## config.mk

```make
export PLATFORM = sky130hd
export DESIGN_NAME = hpf_ctrl
export DESIGN_NICKNAME = d
export VERILOG_FILES = /design/src/rtl/hpf_pkg.sv /design/src/rtl/hpf_phase.sv /design/src/rtl/hpf_pfbuf.sv /design/src/rtl/hpf_ctrl.sv
export SDC_FILE = /design/constraint.sdc
export NUM_CORES = 1
export LEC_CHECK = 0
export BUFFER_PORTS_ARGS = -buffer_cell sky130_fd_sc_hd__buf_4
export CORE_MARGIN = 3
export CORE_UTILIZATION = 25
export DETAILED_ROUTE_END_ITERATION = 16
export GPL_TIMING_DRIVEN = 0
export PLACE_DENSITY_LB_ADDON = 0.08
export SETUP_SLACK_MARGIN = 0.5
export SLEW_MARGIN = 20
export SYNTH_ARGS = -nofsm -noshare
export SYNTH_HDL_FRONTEND = slang
export SYNTH_SLANG_ARGS = --single-unit
```

## constraint.sdc

```tcl
create_clock -name clk -period 3.55 [get_ports clk]
set_clock_uncertainty 0.05 [all_clocks]
set_input_delay 1.065 -clock clk [delete_from_list [all_inputs] [get_ports clk]]
set_output_delay 1.065 -clock clk [all_outputs]
set_load 0.005 [all_outputs]
```

## src/rtl/hpf_pkg.sv

```systemverilog
package hpf_pkg;
    localparam int PHW = 2;

    typedef enum logic [PHW-1:0] {
        PH_Q1 = 2'd0,
        PH_Q2 = 2'd1,
        PH_Q3 = 2'd2,
        PH_Q4 = 2'd3
    } phase_e;

    typedef enum logic [1:0] {
        MODE_NONE = 2'd0,
        MODE_SEQ  = 2'd1,
        MODE_RMW  = 2'd2,
        MODE_RSVD = 2'd3
    } mode_e;

    typedef enum logic {
        ST_IDLE = 1'b0,
        ST_BUSY = 1'b1
    } state_e;
endpackage

```

## src/rtl/hpf_phase.sv

```systemverilog
module hpf_phase
    import hpf_pkg::*;
(
    input  logic           clk,
    input  logic           rst_n,
    output logic [PHW-1:0] phase_o,
    output logic           last_o
);
    typedef struct packed {
        logic [PHW-1:0] ph;
    } ph_t;

    ph_t r_q, r_d;

    always_comb begin
        r_d    = r_q;
        r_d.ph = r_q.ph + {{(PHW-1){1'b0}}, 1'b1};
    end

    always_ff @(posedge clk or negedge rst_n) begin
        if (!rst_n) r_q <= '0;
        else        r_q <= r_d;
    end

    assign phase_o = r_q.ph;
    assign last_o  = (r_q.ph == PH_Q4);
endmodule

```

## src/rtl/hpf_pfbuf.sv

```systemverilog
module hpf_pfbuf #(
    parameter int AW = 8,
    parameter int DW = 16
) (
    input  logic          clk,
    input  logic          rst_n,
    input  logic          load_i,
    input  logic [AW-1:0] tag_i,
    input  logic [DW-1:0] data_i,
    input  logic          inv_i,
    input  logic [AW-1:0] cmp_addr_i,
    output logic          hit_o,
    output logic          valid_o,
    output logic [DW-1:0] data_o
);
    typedef struct packed {
        logic          vld;
        logic [AW-1:0] tag;
        logic [DW-1:0] dat;
    } buf_t;

    buf_t r_q, r_d;

    always_comb begin
        r_d = r_q;
        if (load_i) begin
            r_d.vld = 1'b1;
            r_d.tag = tag_i;
            r_d.dat = data_i;
        end else if (inv_i) begin
            r_d.vld = 1'b0;
        end
    end

    always_ff @(posedge clk or negedge rst_n) begin
        if (!rst_n) r_q <= '0;
        else        r_q <= r_d;
    end

    assign hit_o   = r_q.vld && (r_q.tag == cmp_addr_i);
    assign valid_o = r_q.vld;
    assign data_o  = r_q.dat;
endmodule

```

## src/rtl/hpf_ctrl.sv

```systemverilog
module hpf_ctrl
    import hpf_pkg::*;
#(
    parameter int AW = 8,
    parameter int DW = 16
) (
    input  logic          clk,
    input  logic          rst_n,
    input  logic [1:0]    mode_i,
    input  logic          host_cs_n_i,
    input  logic          host_rd_n_i,
    input  logic          host_wr_n_i,
    input  logic [AW-1:0] host_addr_i,
    input  logic [DW-1:0] host_wdata_i,
    output logic [DW-1:0] host_rdata_o,
    output logic          host_rdy_o,
    output logic [1:0]    phase_o,
    output logic          mem_req_o,
    output logic          mem_we_o,
    output logic [AW-1:0] mem_addr_o,
    output logic [DW-1:0] mem_wdata_o,
    input  logic          mem_ack_i,
    input  logic [DW-1:0] mem_rdata_i
);
    localparam logic [AW-1:0] STEP = {{(AW-1){1'b0}}, 1'b1};

    typedef struct packed {
        state_e        st;
        logic          req;
        logic          we;
        logic [AW-1:0] maddr;
        logic [DW-1:0] mwdata;
        logic          cs_prev;
        logic          rd_prev;
        logic          wr_prev;
        logic          wdone;
        logic          pf_pend;
        logic [AW-1:0] addr;
        logic [AW-1:0] rd_addr;
        logic [AW-1:0] wr_addr;
        logic [AW-1:0] pf_addr;
    } ctl_t;

    ctl_t r_q, r_d;

    logic           last_ph;
    logic [PHW-1:0] ph;
    logic           hit, bvalid;
    logic [DW-1:0]  bdata;
    logic           b_load, b_inv;
    logic [AW-1:0]  eff_addr;
    logic           rd_act, wr_act, cs_fall;
    logic           m_seq, m_rmw, m_off;
    logic           rd_need, wr_need;

    hpf_phase u_phase (
        .clk     (clk),
        .rst_n   (rst_n),
        .phase_o (ph),
        .last_o  (last_ph)
    );

    hpf_pfbuf #(.AW(AW), .DW(DW)) u_buf (
        .clk        (clk),
        .rst_n      (rst_n),
        .load_i     (b_load),
        .tag_i      (r_q.maddr),
        .data_i     (mem_rdata_i),
        .inv_i      (b_inv),
        .cmp_addr_i (eff_addr),
        .hit_o      (hit),
        .valid_o    (bvalid),
        .data_o     (bdata)
    );

    always_comb begin
        rd_act   = !host_cs_n_i && !host_rd_n_i;
        wr_act   = !host_cs_n_i && !host_wr_n_i;
        cs_fall  = r_q.cs_prev && !host_cs_n_i;
        eff_addr = cs_fall ? host_addr_i : r_q.addr;
        m_seq    = (mode_i == MODE_SEQ);
        m_rmw    = (mode_i == MODE_RMW);
        m_off    = !m_seq && !m_rmw;
        rd_need  = rd_act && !hit;
        wr_need  = wr_act && !r_q.wdone;
    end

    always_comb begin
        r_d     = r_q;
        b_load  = 1'b0;
        b_inv   = (m_off && !rd_act) || (rd_act && !hit && bvalid);

        r_d.cs_prev = host_cs_n_i;
        r_d.rd_prev = rd_act;
        r_d.wr_prev = wr_act;
        if (cs_fall) r_d.addr    = host_addr_i;
        if (rd_act)  r_d.rd_addr = eff_addr;
        if (wr_act)  r_d.wr_addr = eff_addr;
        if (!wr_act) r_d.wdone   = 1'b0;

        unique case (r_q.st)
            ST_IDLE: begin
                if (last_ph) begin
                    if (wr_need) begin
                        r_d.st     = ST_BUSY;
                        r_d.req    = 1'b1;
                        r_d.we     = 1'b1;
                        r_d.maddr  = eff_addr;
                        r_d.mwdata = host_wdata_i;
                        if (hit) b_inv = 1'b1;
                    end else if (rd_need) begin
                        r_d.st    = ST_BUSY;
                        r_d.req   = 1'b1;
                        r_d.we    = 1'b0;
                        r_d.maddr = eff_addr;
                    end else if (r_q.pf_pend && !m_off) begin
                        r_d.st      = ST_BUSY;
                        r_d.req     = 1'b1;
                        r_d.we      = 1'b0;
                        r_d.maddr   = r_q.pf_addr;
                        r_d.pf_pend = 1'b0;
                    end
                end
            end
            ST_BUSY: begin
                if (mem_ack_i) begin
                    r_d.st  = ST_IDLE;
                    r_d.req = 1'b0;
                    if (r_q.we) r_d.wdone = 1'b1;
                    else        b_load    = 1'b1;
                end
            end
            default: r_d.st = ST_IDLE;
        endcase

        if (m_seq && r_q.rd_prev && !rd_act) begin
            r_d.pf_pend = 1'b1;
            r_d.pf_addr = r_q.rd_addr + STEP;
        end
        if (m_rmw && r_q.wr_prev && !wr_act) begin
            r_d.pf_pend = 1'b1;
            r_d.pf_addr = r_q.wr_addr;
        end
        if (m_off) r_d.pf_pend = 1'b0;
    end

    always_ff @(posedge clk or negedge rst_n) begin
        if (!rst_n) begin
            r_q         <= '0;
            r_q.st      <= ST_IDLE;
            r_q.cs_prev <= 1'b1;
        end else begin
            r_q <= r_d;
        end
    end

    assign host_rdy_o   = (rd_act && hit) || (wr_act && r_q.wdone);
    assign host_rdata_o = bdata;
    assign phase_o      = ph;
    assign mem_req_o    = r_q.req;
    assign mem_we_o     = r_q.we;
    assign mem_addr_o   = r_q.maddr;
    assign mem_wdata_o  = r_q.mwdata;
endmodule

```

* Yosys cells after proc, flatten, opt, wreduce, memory -nomap -nowiden
Cells that the tools add are included.
** Storage, ports and cells
- Register bits after elaboration :: 91
- Bits in latches :: 0
- RAM bits :: 0
- Memory bits (read-only) :: 0
- Logic and storage cells :: 99
- Memories kept :: 0
** Operators by class
- $add $sub $neg :: 2
- Multipliers :: 0
- Div/mod/pow operators :: 0
- Order comparisons :: 0
- Equality and inequality tests :: 10
- Shift-type cells :: 0
- Mux-type cells :: 31
- Bitwise logic cells :: 1
- Reduce and logical (&&, ||, !) cells :: 37
** Operator list (count)
- two-way mux 11 bit :: 3
- two-way mux 27 bit :: 1
- two-way mux 8 bit :: 3
- two-way mux 1 bit :: 21
- logical AND 1 bit :: 16
- two-way mux 16 bit :: 1
- logical NOT 1 bit :: 10
- AND reduction 3 bit :: 3
- adder 8 x 1 -> 8 bit, second input constant :: 1
- == test 8 bit :: 1
- != test 4 x 2 -> 1 bit, second input constant :: 2
- nonzero test 4 bit :: 2
- AND reduction 5 bit :: 1
- == test 2 bit, second input constant :: 2
- != test 2 bit, second input constant :: 2
- != test 4 x 1 -> 1 bit, second input constant :: 1
- != test 4 bit, second input constant :: 1
- one-hot mux 2 bit (2 select lines) :: 1
- nonzero test 2 bit :: 2
- nonzero test 3 bit :: 1
- adder 2 x 1 -> 2 bit, second input constant :: 1
- == test 2 x 1 -> 1 bit, second input constant :: 1
- logical OR 1 bit :: 2
- two-way mux 2 bit :: 1
- NOT 1 bit :: 1

* Longest topological paths before layout
Gate-level depths: netlist of run 1.
- Depth in word-level cells :: 15
- Mapped depth :: 9
- Depth with buffers taken out :: 8

* Modules after synthesis
Synthesis of run 1 repeated with hierarchy kept, for this count alone.
** Unflattened totals
- Cells, all modules :: 344
- Area, all modules :: 4235.3 um^2
** Modules (own cells, without submodules)
- hpf_ctrl :: times used 1, cells an instance 258, area each 2929.1 um^2
- hpf_pfbuf :: times used 1, cells an instance 82, area each 1239.9 um^2
- hpf_phase :: times used 1, cells an instance 4, area each 66.3 um^2

* Worst setup path before layout of run 1
Ideal clock, no wire load.
- Path kind :: input to output
- Start :: input port host_addr_i[2]
- End :: output port host_rdy_o
- Arrival :: 2519 ps
- Data required time :: 2435 ps
- Path slack :: -84 ps
- Cell stages on the path :: 6
- Path buffers :: 2
- Path through :: or2_2 -> a2111oi_0 -> o21ai_1 -> clkbuf_1 -> clkbuf_1 -> o41ai_1
** Between the ends
- Cells in the longest elaborated chain, start to end :: 5
** Ends and longest elaborated chain
- from (decl) :: RTL line hpf_ctrl.sv:13 : input logic [AW-1:0] host_addr_i,
- two-way mux 8 bit
- == test 8 bit :: RTL line hpf_pfbuf.sv:40 : assign hit_o = r_q.vld && (r_q.tag == cmp_addr_i);
- logical AND 1 bit :: RTL line hpf_pfbuf.sv:40
- logical AND 1 bit :: RTL line hpf_ctrl.sv:157 : assign host_rdy_o = (rd_act && hit) || (wr_act && r_q.wdone);
- logical OR 1 bit :: RTL line hpf_ctrl.sv:157
- to (decl) :: RTL line hpf_ctrl.sv:16 : output logic host_rdy_o,
No other way between the ends.

* Final worst setup path of run 1
- Start :: input port host_cs_n_i
- End :: output port host_rdy_o
** Between the ends
- Cells in the longest elaborated chain, start to end :: 7
- Elaborated cells on any way between the ends :: 10
- Those cells by class :: eq/ne: 1; mux: 1; reduce/logical: 8
** Ends and longest elaborated chain
- from (decl) :: RTL line hpf_ctrl.sv:10 : input logic host_cs_n_i,
- logical NOT 1 bit * :: RTL line hpf_ctrl.sv:77, hpf_ctrl.sv:78, hpf_ctrl.sv:79
- logical AND 1 bit :: RTL line hpf_ctrl.sv:79 : cs_fall = r_q.cs_prev && !host_cs_n_i;
- two-way mux 8 bit
- == test 8 bit :: RTL line hpf_pfbuf.sv:40
- logical AND 1 bit :: RTL line hpf_pfbuf.sv:40
- logical AND 1 bit :: RTL line hpf_ctrl.sv:157
- logical OR 1 bit * :: RTL line hpf_ctrl.sv:157
Mark *: on every way between the ends. The rest lies on a longest branch, timed or not.

==> out/qor.yml, run 1 <==
synth_to_final_area_change_pct: 34.2
count_of_non_filler_cells_in_the_finished_layout: 754
clockRootBuffer: "sky130_fd_sc_hd__clkbuf_16"
antenna_violations_before_repair: 0
cts-root-to-sink-buffers: 2
placementRows: 47
crit_path_start_kind: "primary input"
postSynthNetCount: 465
r2r_setup_slack_ns: 0.99
grt_pass1_wl_microns: 18400
design.portCount: 93
postSynthCellCount: 413
avgRoutedWirePerCell_microns: 15.3
max_slew.worst_pin.slew_ns: 1.08
syn-cell-area_sq_um: 4350
overflow: 0
htree_levels: 3
firstDrtPassIters: 5
numPlacedInstances: 725
hold_viol: 0
n_antenna_cell: 0
place.gp.congestion: 0.771
numClockSinks: 91
setup.worst_path.class: "in -> out"
number_of_flops_mapped_to_enable_cells_by_yosys: 0
power.ir.vdd_worst_v: 0.000253
drive_above_1_share_pct: 39.9
synthDistinctLibCells: 42
dominantRegCellSynth: "sky130_fd_sc_hd__dfrtp_1"
io_buffer_count: 92
run_status: "finished with violations"
setup_repair_after_global_routing_missed_its_margin: "true"
synth_top_cell_area_share_pct: 51.7
chipWidth_microns: 138
syn_area_per_cell_sq_um: 10.5
clkSlewWorstSetupHoldPaths_ns: 0.06
overall_power_mw: 3.34
achievable-frequency_mhz: 263
final_period_minus_worst_setup_slack_ns: 3.81
drt_drc_violations_left: 0
die-area_sq_um: 19000
vias_per_cell: 4.40
first_global_vias: 3372
crit_arrival_ns: 2.69
timing.max_cap.violations: 0
finalMaxSlewViolations: 0
synth_warnings: 0
critical_path_peak_fanout: 6
layout_setup_ws_ns: -0.259
async_sr_flop_fraction_pct: 100
worstRegToRegCells: 11
netlist.top_cell.by_area: "sky130_fd_sc_hd__dfrtp_1"
final_antenna_net_count: 0
start_util_pct: 25.9
timing.hold.worst.class: "reg -> reg"
finish.net_count: 582
detailedRoute.firstIterationViolations: 148
critPathRequiredTime_ns: 2.43
whs_path_depth: 1
power_per_cell_area_nw_per_um2: 572
synth.top_cells.by_area: "sky130_fd_sc_hd__dfrtp_1 52%, sky130_fd_sc_hd__mux2_2 8.3%, sky130_fd_sc_hd__buf_4 6.9%"
hold_buffers: 0
grt_max_degree: 92
dp_hpwl_microns: 8500
grtUsageTotal_pct: 12.9
synth.yosys.seq_area_share_pct: 52.3
failed_checks: "negative setup slack"
number_of_flip_flops_and_latches_in_the_synthesized_netlist: 91
insertion_delay_ns: 0.34
nature_of_the_critical_path_endpoint: "output pin"
number_of_setup_violations_in_the_final_report: 1
tritoncts: "yes"
detailroute.via_count: 3318
cts_made_buffers: 9
post-route-period-util_pct: 107
leakagePower_nw: 2.66
detail_route.wirelength_microns: 11500
fp.coreArea_sq_um: 16800
die_height_microns: 138
worst_case_headroom_to_the_max_slew_limit_pct: 27.3
## report_power, final
part	switching, mW	leakage, nW	internal [mW]
registers	0.176	1.08	1.29
logic	0.381	1.44	0.581
clock network	0.387	0.135	0.529
total	0.944	2.66	2.40
## logic make-up after synthesis
| group | count (synthesis) | synth area share (%) |
|---|---|---|
| muxes | 41 | 10.3 |
| and+or+nand+nor | 101 | 10.7 |
| xor gates and xnor gates | 14 | 2.82 |
| adders and majority gates | 4 | 1.15 |
| AOI/OAI and AO/OA | 80 | 11.8 |
| DFF | 91 | 52.3 |
| buffers and inverters | 82 | 10.9 |
## layer usage
metal / vias up / track usage [%] / part of all wire (%)
met5: - / 0 / 0
met4: 0 / 4.83 / 1.8
met3: 13 / 3.01 / 5.4
met2: 75 / 20.7 / 47
met1: 1613 / 16.9 / 45
li1: 1617 / - / -
## per-stage QoR
step	setup WS, ns	utilization, %	cell area (sq um)	setup TNS, ns	hold WS [ns]
6_report	-0.259	34.7	5840	-0.259	0.418
5_1_grt	-0.312	34.7	5840	-0.312	0.448
4_1_cts	-0.351	34.3	5770	-0.351	0.422
3_5_place_dp	-0.832	31.8	5350	-0.832	0.413
3_3_place_gp	-0.877	31.8	5340	-0.877	0.398
2_1_floorplan	0.0685	-	4380	0	0.394
## registers in the layout (all words and copies together) (netlist names)
name	cells
mem_addr_o	8
mem_req_o	1
mem_wdata_o	16
mem_we_o	1
r_q	38
u_buf.data_o	16
u_buf.r_q	8
u_buf.valid_o	1
u_phase.phase_o	2
## final cells by class
cell class                 count  area [sq um]
multi-input combinational    240          1680
inverter                      24          90.1
tap                          220           275
timing repair buffer         106           816
clock inverter                 1          7.51
fill                        1770         11000
sequential                    91          2280
clock buffer                  14           274
buffer                        58           425
## cells in the mapped netlist (2+ instances only)
library cell and instances:
sky130_fd_sc_hd__or2_2 4, sky130_fd_sc_hd__a21oi_1 23, sky130_fd_sc_hd__inv_1 23, sky130_fd_sc_hd__a22oi_1 9
sky130_fd_sc_hd__nor2_1 30, sky130_fd_sc_hd__o2111ai_1 8, sky130_fd_sc_hd__nand4_1 10, sky130_fd_sc_hd__o31a_1 2
sky130_fd_sc_hd__and3_1 2, sky130_fd_sc_hd__nand2b_1 2, sky130_fd_sc_hd__o21ai_0 21, sky130_fd_sc_hd__mux2_2 32
sky130_fd_sc_hd__buf_6 2, sky130_fd_sc_hd__dfrtp_1 90, sky130_fd_sc_hd__nor2b_1 3, sky130_fd_sc_hd__xor2_1 9
sky130_fd_sc_hd__ha_1 4, sky130_fd_sc_hd__nand2_1 34, sky130_fd_sc_hd__xnor2_1 5, sky130_fd_sc_hd__o21ai_1 3
sky130_fd_sc_hd__buf_4 40, sky130_fd_sc_hd__buf_1 3, sky130_fd_sc_hd__clkbuf_1 13, sky130_fd_sc_hd__nand3_1 6
sky130_fd_sc_hd__a21o_1 2, sky130_fd_sc_hd__or3_1 8, sky130_fd_sc_hd__a211oi_2 2, sky130_fd_sc_hd__mux2i_1 9
## path summary, 6_finish.rpt
path | startpoint | to
setup / recovery | host_cs_n_i | host_rdy_o
hold / removal | u_phase.phase_o[0]$_DFF_PN0_ | u_phase.phase_o[0]$_DFF_PN0_
setup reg to reg | r_q[36]$_DFF_PN1_ | mem_addr_o[5]$_DFFE_PN0P_
hold reg to reg | u_phase.phase_o[0]$_DFF_PN0_ | u_phase.phase_o[0]$_DFF_PN0_
max in group asynchronous | rst_n | r_q[18]$_DFFE_PN0P_
min in group asynchronous | rst_n | u_buf.data_o[8]$_DFFE_PN0P_
## cells in the final DEF (no fill, tap or decap), drive strengths merged, types with 9 or more instances in the layout
cell,count
nor2,30
a21oi,23
clkbuf,26
nand2,34
o21ai,24
mux2i,9
inv,24
xor2,9
a22oi,9
mux2,32
nand4,10
buf,152
dfrtp,90
## critical path: stages
cell and delay [ns]:
sky130_fd_sc_hd__buf_12 0.10, sky130_fd_sc_hd__nor2b_4 0.16, sky130_fd_sc_hd__buf_8 0.13, sky130_fd_sc_hd__buf_6 0.10, sky130_fd_sc_hd__nand4_1 0.12, sky130_fd_sc_hd__a22oi_2 0.16
sky130_fd_sc_hd__o21ai_2 0.09, sky130_fd_sc_hd__clkbuf_8 0.15, sky130_fd_sc_hd__clkbuf_16 0.14, sky130_fd_sc_hd__o41ai_4 0.29, sky130_fd_sc_hd__buf_4 0.18
## repair_timing
action	4_1_cts	5_1_grt
setup endpoints to repair	1	9
cloned	0	0
setup buffers	6	8
pin swaps	6	4
endpoints found under the hold margin	0	0
gates resized for setup	18	5
Note: power is estimated with default switching activity, not from simulation.
==> run 2: changes to the inputs <==
- BUFFER_PORTS_ARGS: -buffer_cell sky130_fd_sc_hd__buf_4 -> -buffer_cell sky130_fd_sc_hd__buf_2
==> run 2 against run 1 <==
The run still ends with negative setup slack left. Sequential power hardly changed. Core utilization is 0.91 points lower. Die area stayed put. Routed wire length is 1.1% higher. Non-clock buffer count is 1 higher. Fmax is 0.19% higher. Via count is 0.99% higher. Final cell count is 0.27% higher. Hold slack worse by 0.0079 ns. Setup slack better by 0.0071 ns. First-iteration DRC count is 30% higher. Register-to-register slack worse by 0.03 ns. Critical path type unchanged.
==> out/qor.yml, run 2 (same netlist as run 1, synthesis figures left out) <==
worst_case_headroom_to_the_max_slew_limit_pct: 26.8  # -0.52 points
regToRegStartpoint: "r_q[36]$_DFF_PN1_"
vias_per_cell: 4.43  # +0.73%
run_status: "finished with violations"
drive_above_1_share_pct: 40.5  # +0.60 points
finalMaxSlewViolations: 0  # unchanged
synth_to_final_area_change_pct: 30.7
setup_total_negative_slack_ns: -0.252  # +0.00706 ns
tritoncts: "yes"
setup_repair_after_global_routing_missed_its_margin: "true"
setup.worst_path.class: "in -> out"
die-area_sq_um: 19000  # unchanged
overflow: 0  # unchanged
nature_of_the_critical_path_endpoint: "output pin"
clkSlewWorstSetupHoldPaths_ns: 0.06  # about the same
post-route-period-util_pct: 107  # -0.20 points
numPlacedInstances: 726  # +0.14%
top_register: "r_q"
hold_viol: 0  # unchanged
grt_max_degree: 50  # -46%
placed_cell_area_sq_um: 5150  # -3.7%
number_of_setup_violations_in_the_final_report: 1  # unchanged
count_of_non_filler_cells_in_the_finished_layout: 756  # +0.27%
overall_power_mw: 3.36  # +0.67%
achievable-frequency_mhz: 263  # +0.19%
io_buffer_count: 92  # unchanged
detailedRoute.firstIterationViolations: 193  # +30%
grtUsageTotal_pct: 12.8  # -0.063 points
die_height_microns: 138  # unchanged
critical_path_peak_fanout: 5  # -1
final_antenna_net_count: 0  # unchanged
cts_made_buffers: 9  # unchanged
cts-root-to-sink-buffers: 2  # unchanged
drt_drc_violations_left: 0  # unchanged
firstDrtPassIters: 5  # unchanged
failed_checks: "negative setup slack"
timing.critical_path.cells: "buf_12 -> nor2b_4 -> buf_8 -> buf_12 -> nand4_1 -> a22oi_2 -> o21ai_2 -> clkbuf_8 -> clkbuf_16 -> o41ai_4 -> buf_2"
antenna_violations_before_repair: 0  # unchanged
timing.critical_path.slowest_stage_cell: "sky130_fd_sc_hd__o41ai_4"
critPathRequiredTime_ns: 2.43  # about the same
chipWidth_microns: 138  # unchanged
placementRows: 47  # unchanged
fin_area_sq_um: 5690  # -2.6%
crit_arrival_ns: 2.69  # about the same
htree_levels: 3  # unchanged
dp_hpwl_microns: 8610  # +1.3%
fp.coreArea_sq_um: 16800  # unchanged
hold_buffers: 0  # unchanged
avgRoutedWirePerCell_microns: 15.4  # +0.79%
final_period_minus_worst_setup_slack_ns: 3.80  # -0.00706 ns
critical-path-top-delay-family: "buffers and inverters"
grt_pass1_wl_microns: 18400  # -0.27%
n_antenna_cell: 0  # unchanged
critPathMaxStageDelay_ns: 0.28  # about the same
flip_flop_count_of_the_largest_register_after_layout: 38  # unchanged
place.gp.congestion: 0.766  # -0.56%
start_util_pct: 25.9  # unchanged
hold_path.startpoint: "u_phase.phase_o[0]$_DFF_PN0_"
power.ir.vdd_worst_v: 0.000250  # -1.3%
cp_num_buf_inv: 6  # unchanged
detail_route.wirelength_microns: 11600  # +1.1%
fin_worst_hold_slack_ns: 0.410  # -0.00789 ns
crit_path_start_kind: "primary input"
max_slew.worst_pin.slew_ns: 1.09  # +0.00773 ns
setup.worst_path.start: "host_cs_n_i"
design.portCount: 93  # unchanged
clockRootBuffer: "sky130_fd_sc_hd__clkbuf_16"
power_per_cell_area_nw_per_um2: 591  # +3.4%
critPathMostFrequentCell: "sky130_fd_sc_hd__buf_12"
layout_setup_ws_ns: -0.252  # +0.00706 ns
mostFrequentLayoutCells: "90 x sky130_fd_sc_hd__buf_2, 90 x sky130_fd_sc_hd__dfrtp_1, 53 x sky130_fd_sc_hd__buf_4"
numClockSinks: 91  # unchanged
detailroute.via_count: 3351  # +0.99%
finish.net_count: 583  # +0.17%
fillers: 1762  # -0.45%
leakagePower_nw: 2.61  # -1.7%
first_global_vias: 3352  # -0.59%
timing.max_cap.violations: 0  # unchanged
insertion_delay_ns: 0.34  # about the same
timing.hold.worst.class: "reg -> reg"
-- run 2: cell count changes in the layout (fill, tap and decap cells not counted), sizes merged --
cell / previous run / this run
bufinv: 0 / 2
clkinv: 0 / 2
clkinvlp: 1 / 3
buf: 152 / 153
clkbuf: 26 / 21
-- run 2: worst paths after layout --
check                                          endpoint  slack (ns)  cells after the start
max                                          host_rdy_o       -0.25                     11
min                        u_phase.phase_o[0]$_DFF_PN0_        0.41                      1
max reg2reg                   mem_addr_o[2]$_DFFE_PN0P_        0.96                     11
min reg2reg                u_phase.phase_o[0]$_DFF_PN0_        0.41                      1
max in group asynchronous             r_q[36]$_DFF_PN1_        2.22                      2
min in group asynchronous   u_buf.data_o[8]$_DFFE_PN0P_        0.58                      1
-- run 2: area by class of cell --
class / count / area [sq um] / area share [%]
multi-input cells: 240 / 1680 / 29.5
flip-flops and latches: 91 / 2280 / 40.0
plain buffers: 58 / 425 / 7.48
repair buffers: 107 / 627 / 11.0
well taps: 220 / 275 / 4.84
clock buffers: 9 / 225 / 3.96
inverters: 24 / 90.1 / 1.58
clock inverters: 7 / 92.6 / 1.63
-- run 2: power breakdown --
part | switching [mW] | total, mW | internal (mW)
combinational | 0.372 | 0.873 | 0.501
clock | 0.413 | 1.03 | 0.614
sequential | 0.177 | 1.46 | 1.28
-- run 2: through the flow --
stage | utilization (%) | setup slack (ns)
floorplan | - | 0.0685
detailed placement | 30.6 | -0.871
global route | 33.8 | -0.315
finish | 33.8 | -0.252
CTS | 33.4 | -0.352
global placement | 30.4 | -0.916
-- run 2: repair_timing --
| item | in CTS | in global routing |
|---|---|---|
| resized for setup | 19 | 4 |
| buffers inserted | 7 | 7 |
| endpoints found under the setup margin | 1 | 9 |
| pin swaps | 6 | 4 |
-- run 2: worst register-to-register path: cells and delay by family (launching register included) --
family / cells / cell delay (ns)
buffers and inverters: 5 / 0.67
DFF: 1 / 0.54
AOI/OAI and AO/OA: 4 / 0.93
and+or+nand+nor: 2 / 0.32
-- run 2: routing by layer --
| layer | GRT usage [%] | vias up | share of wire (%) |
|---|---|---|---|
| met5 | 0 | - | 0 |
| met4 | 5.27 | 0 | 1.8 |
| met3 | 2.03 | 13 | 4.8 |
| met2 | 20.6 | 86 | 47 |
| met1 | 17.2 | 1633 | 46 |
| li1 | - | 1619 | - |
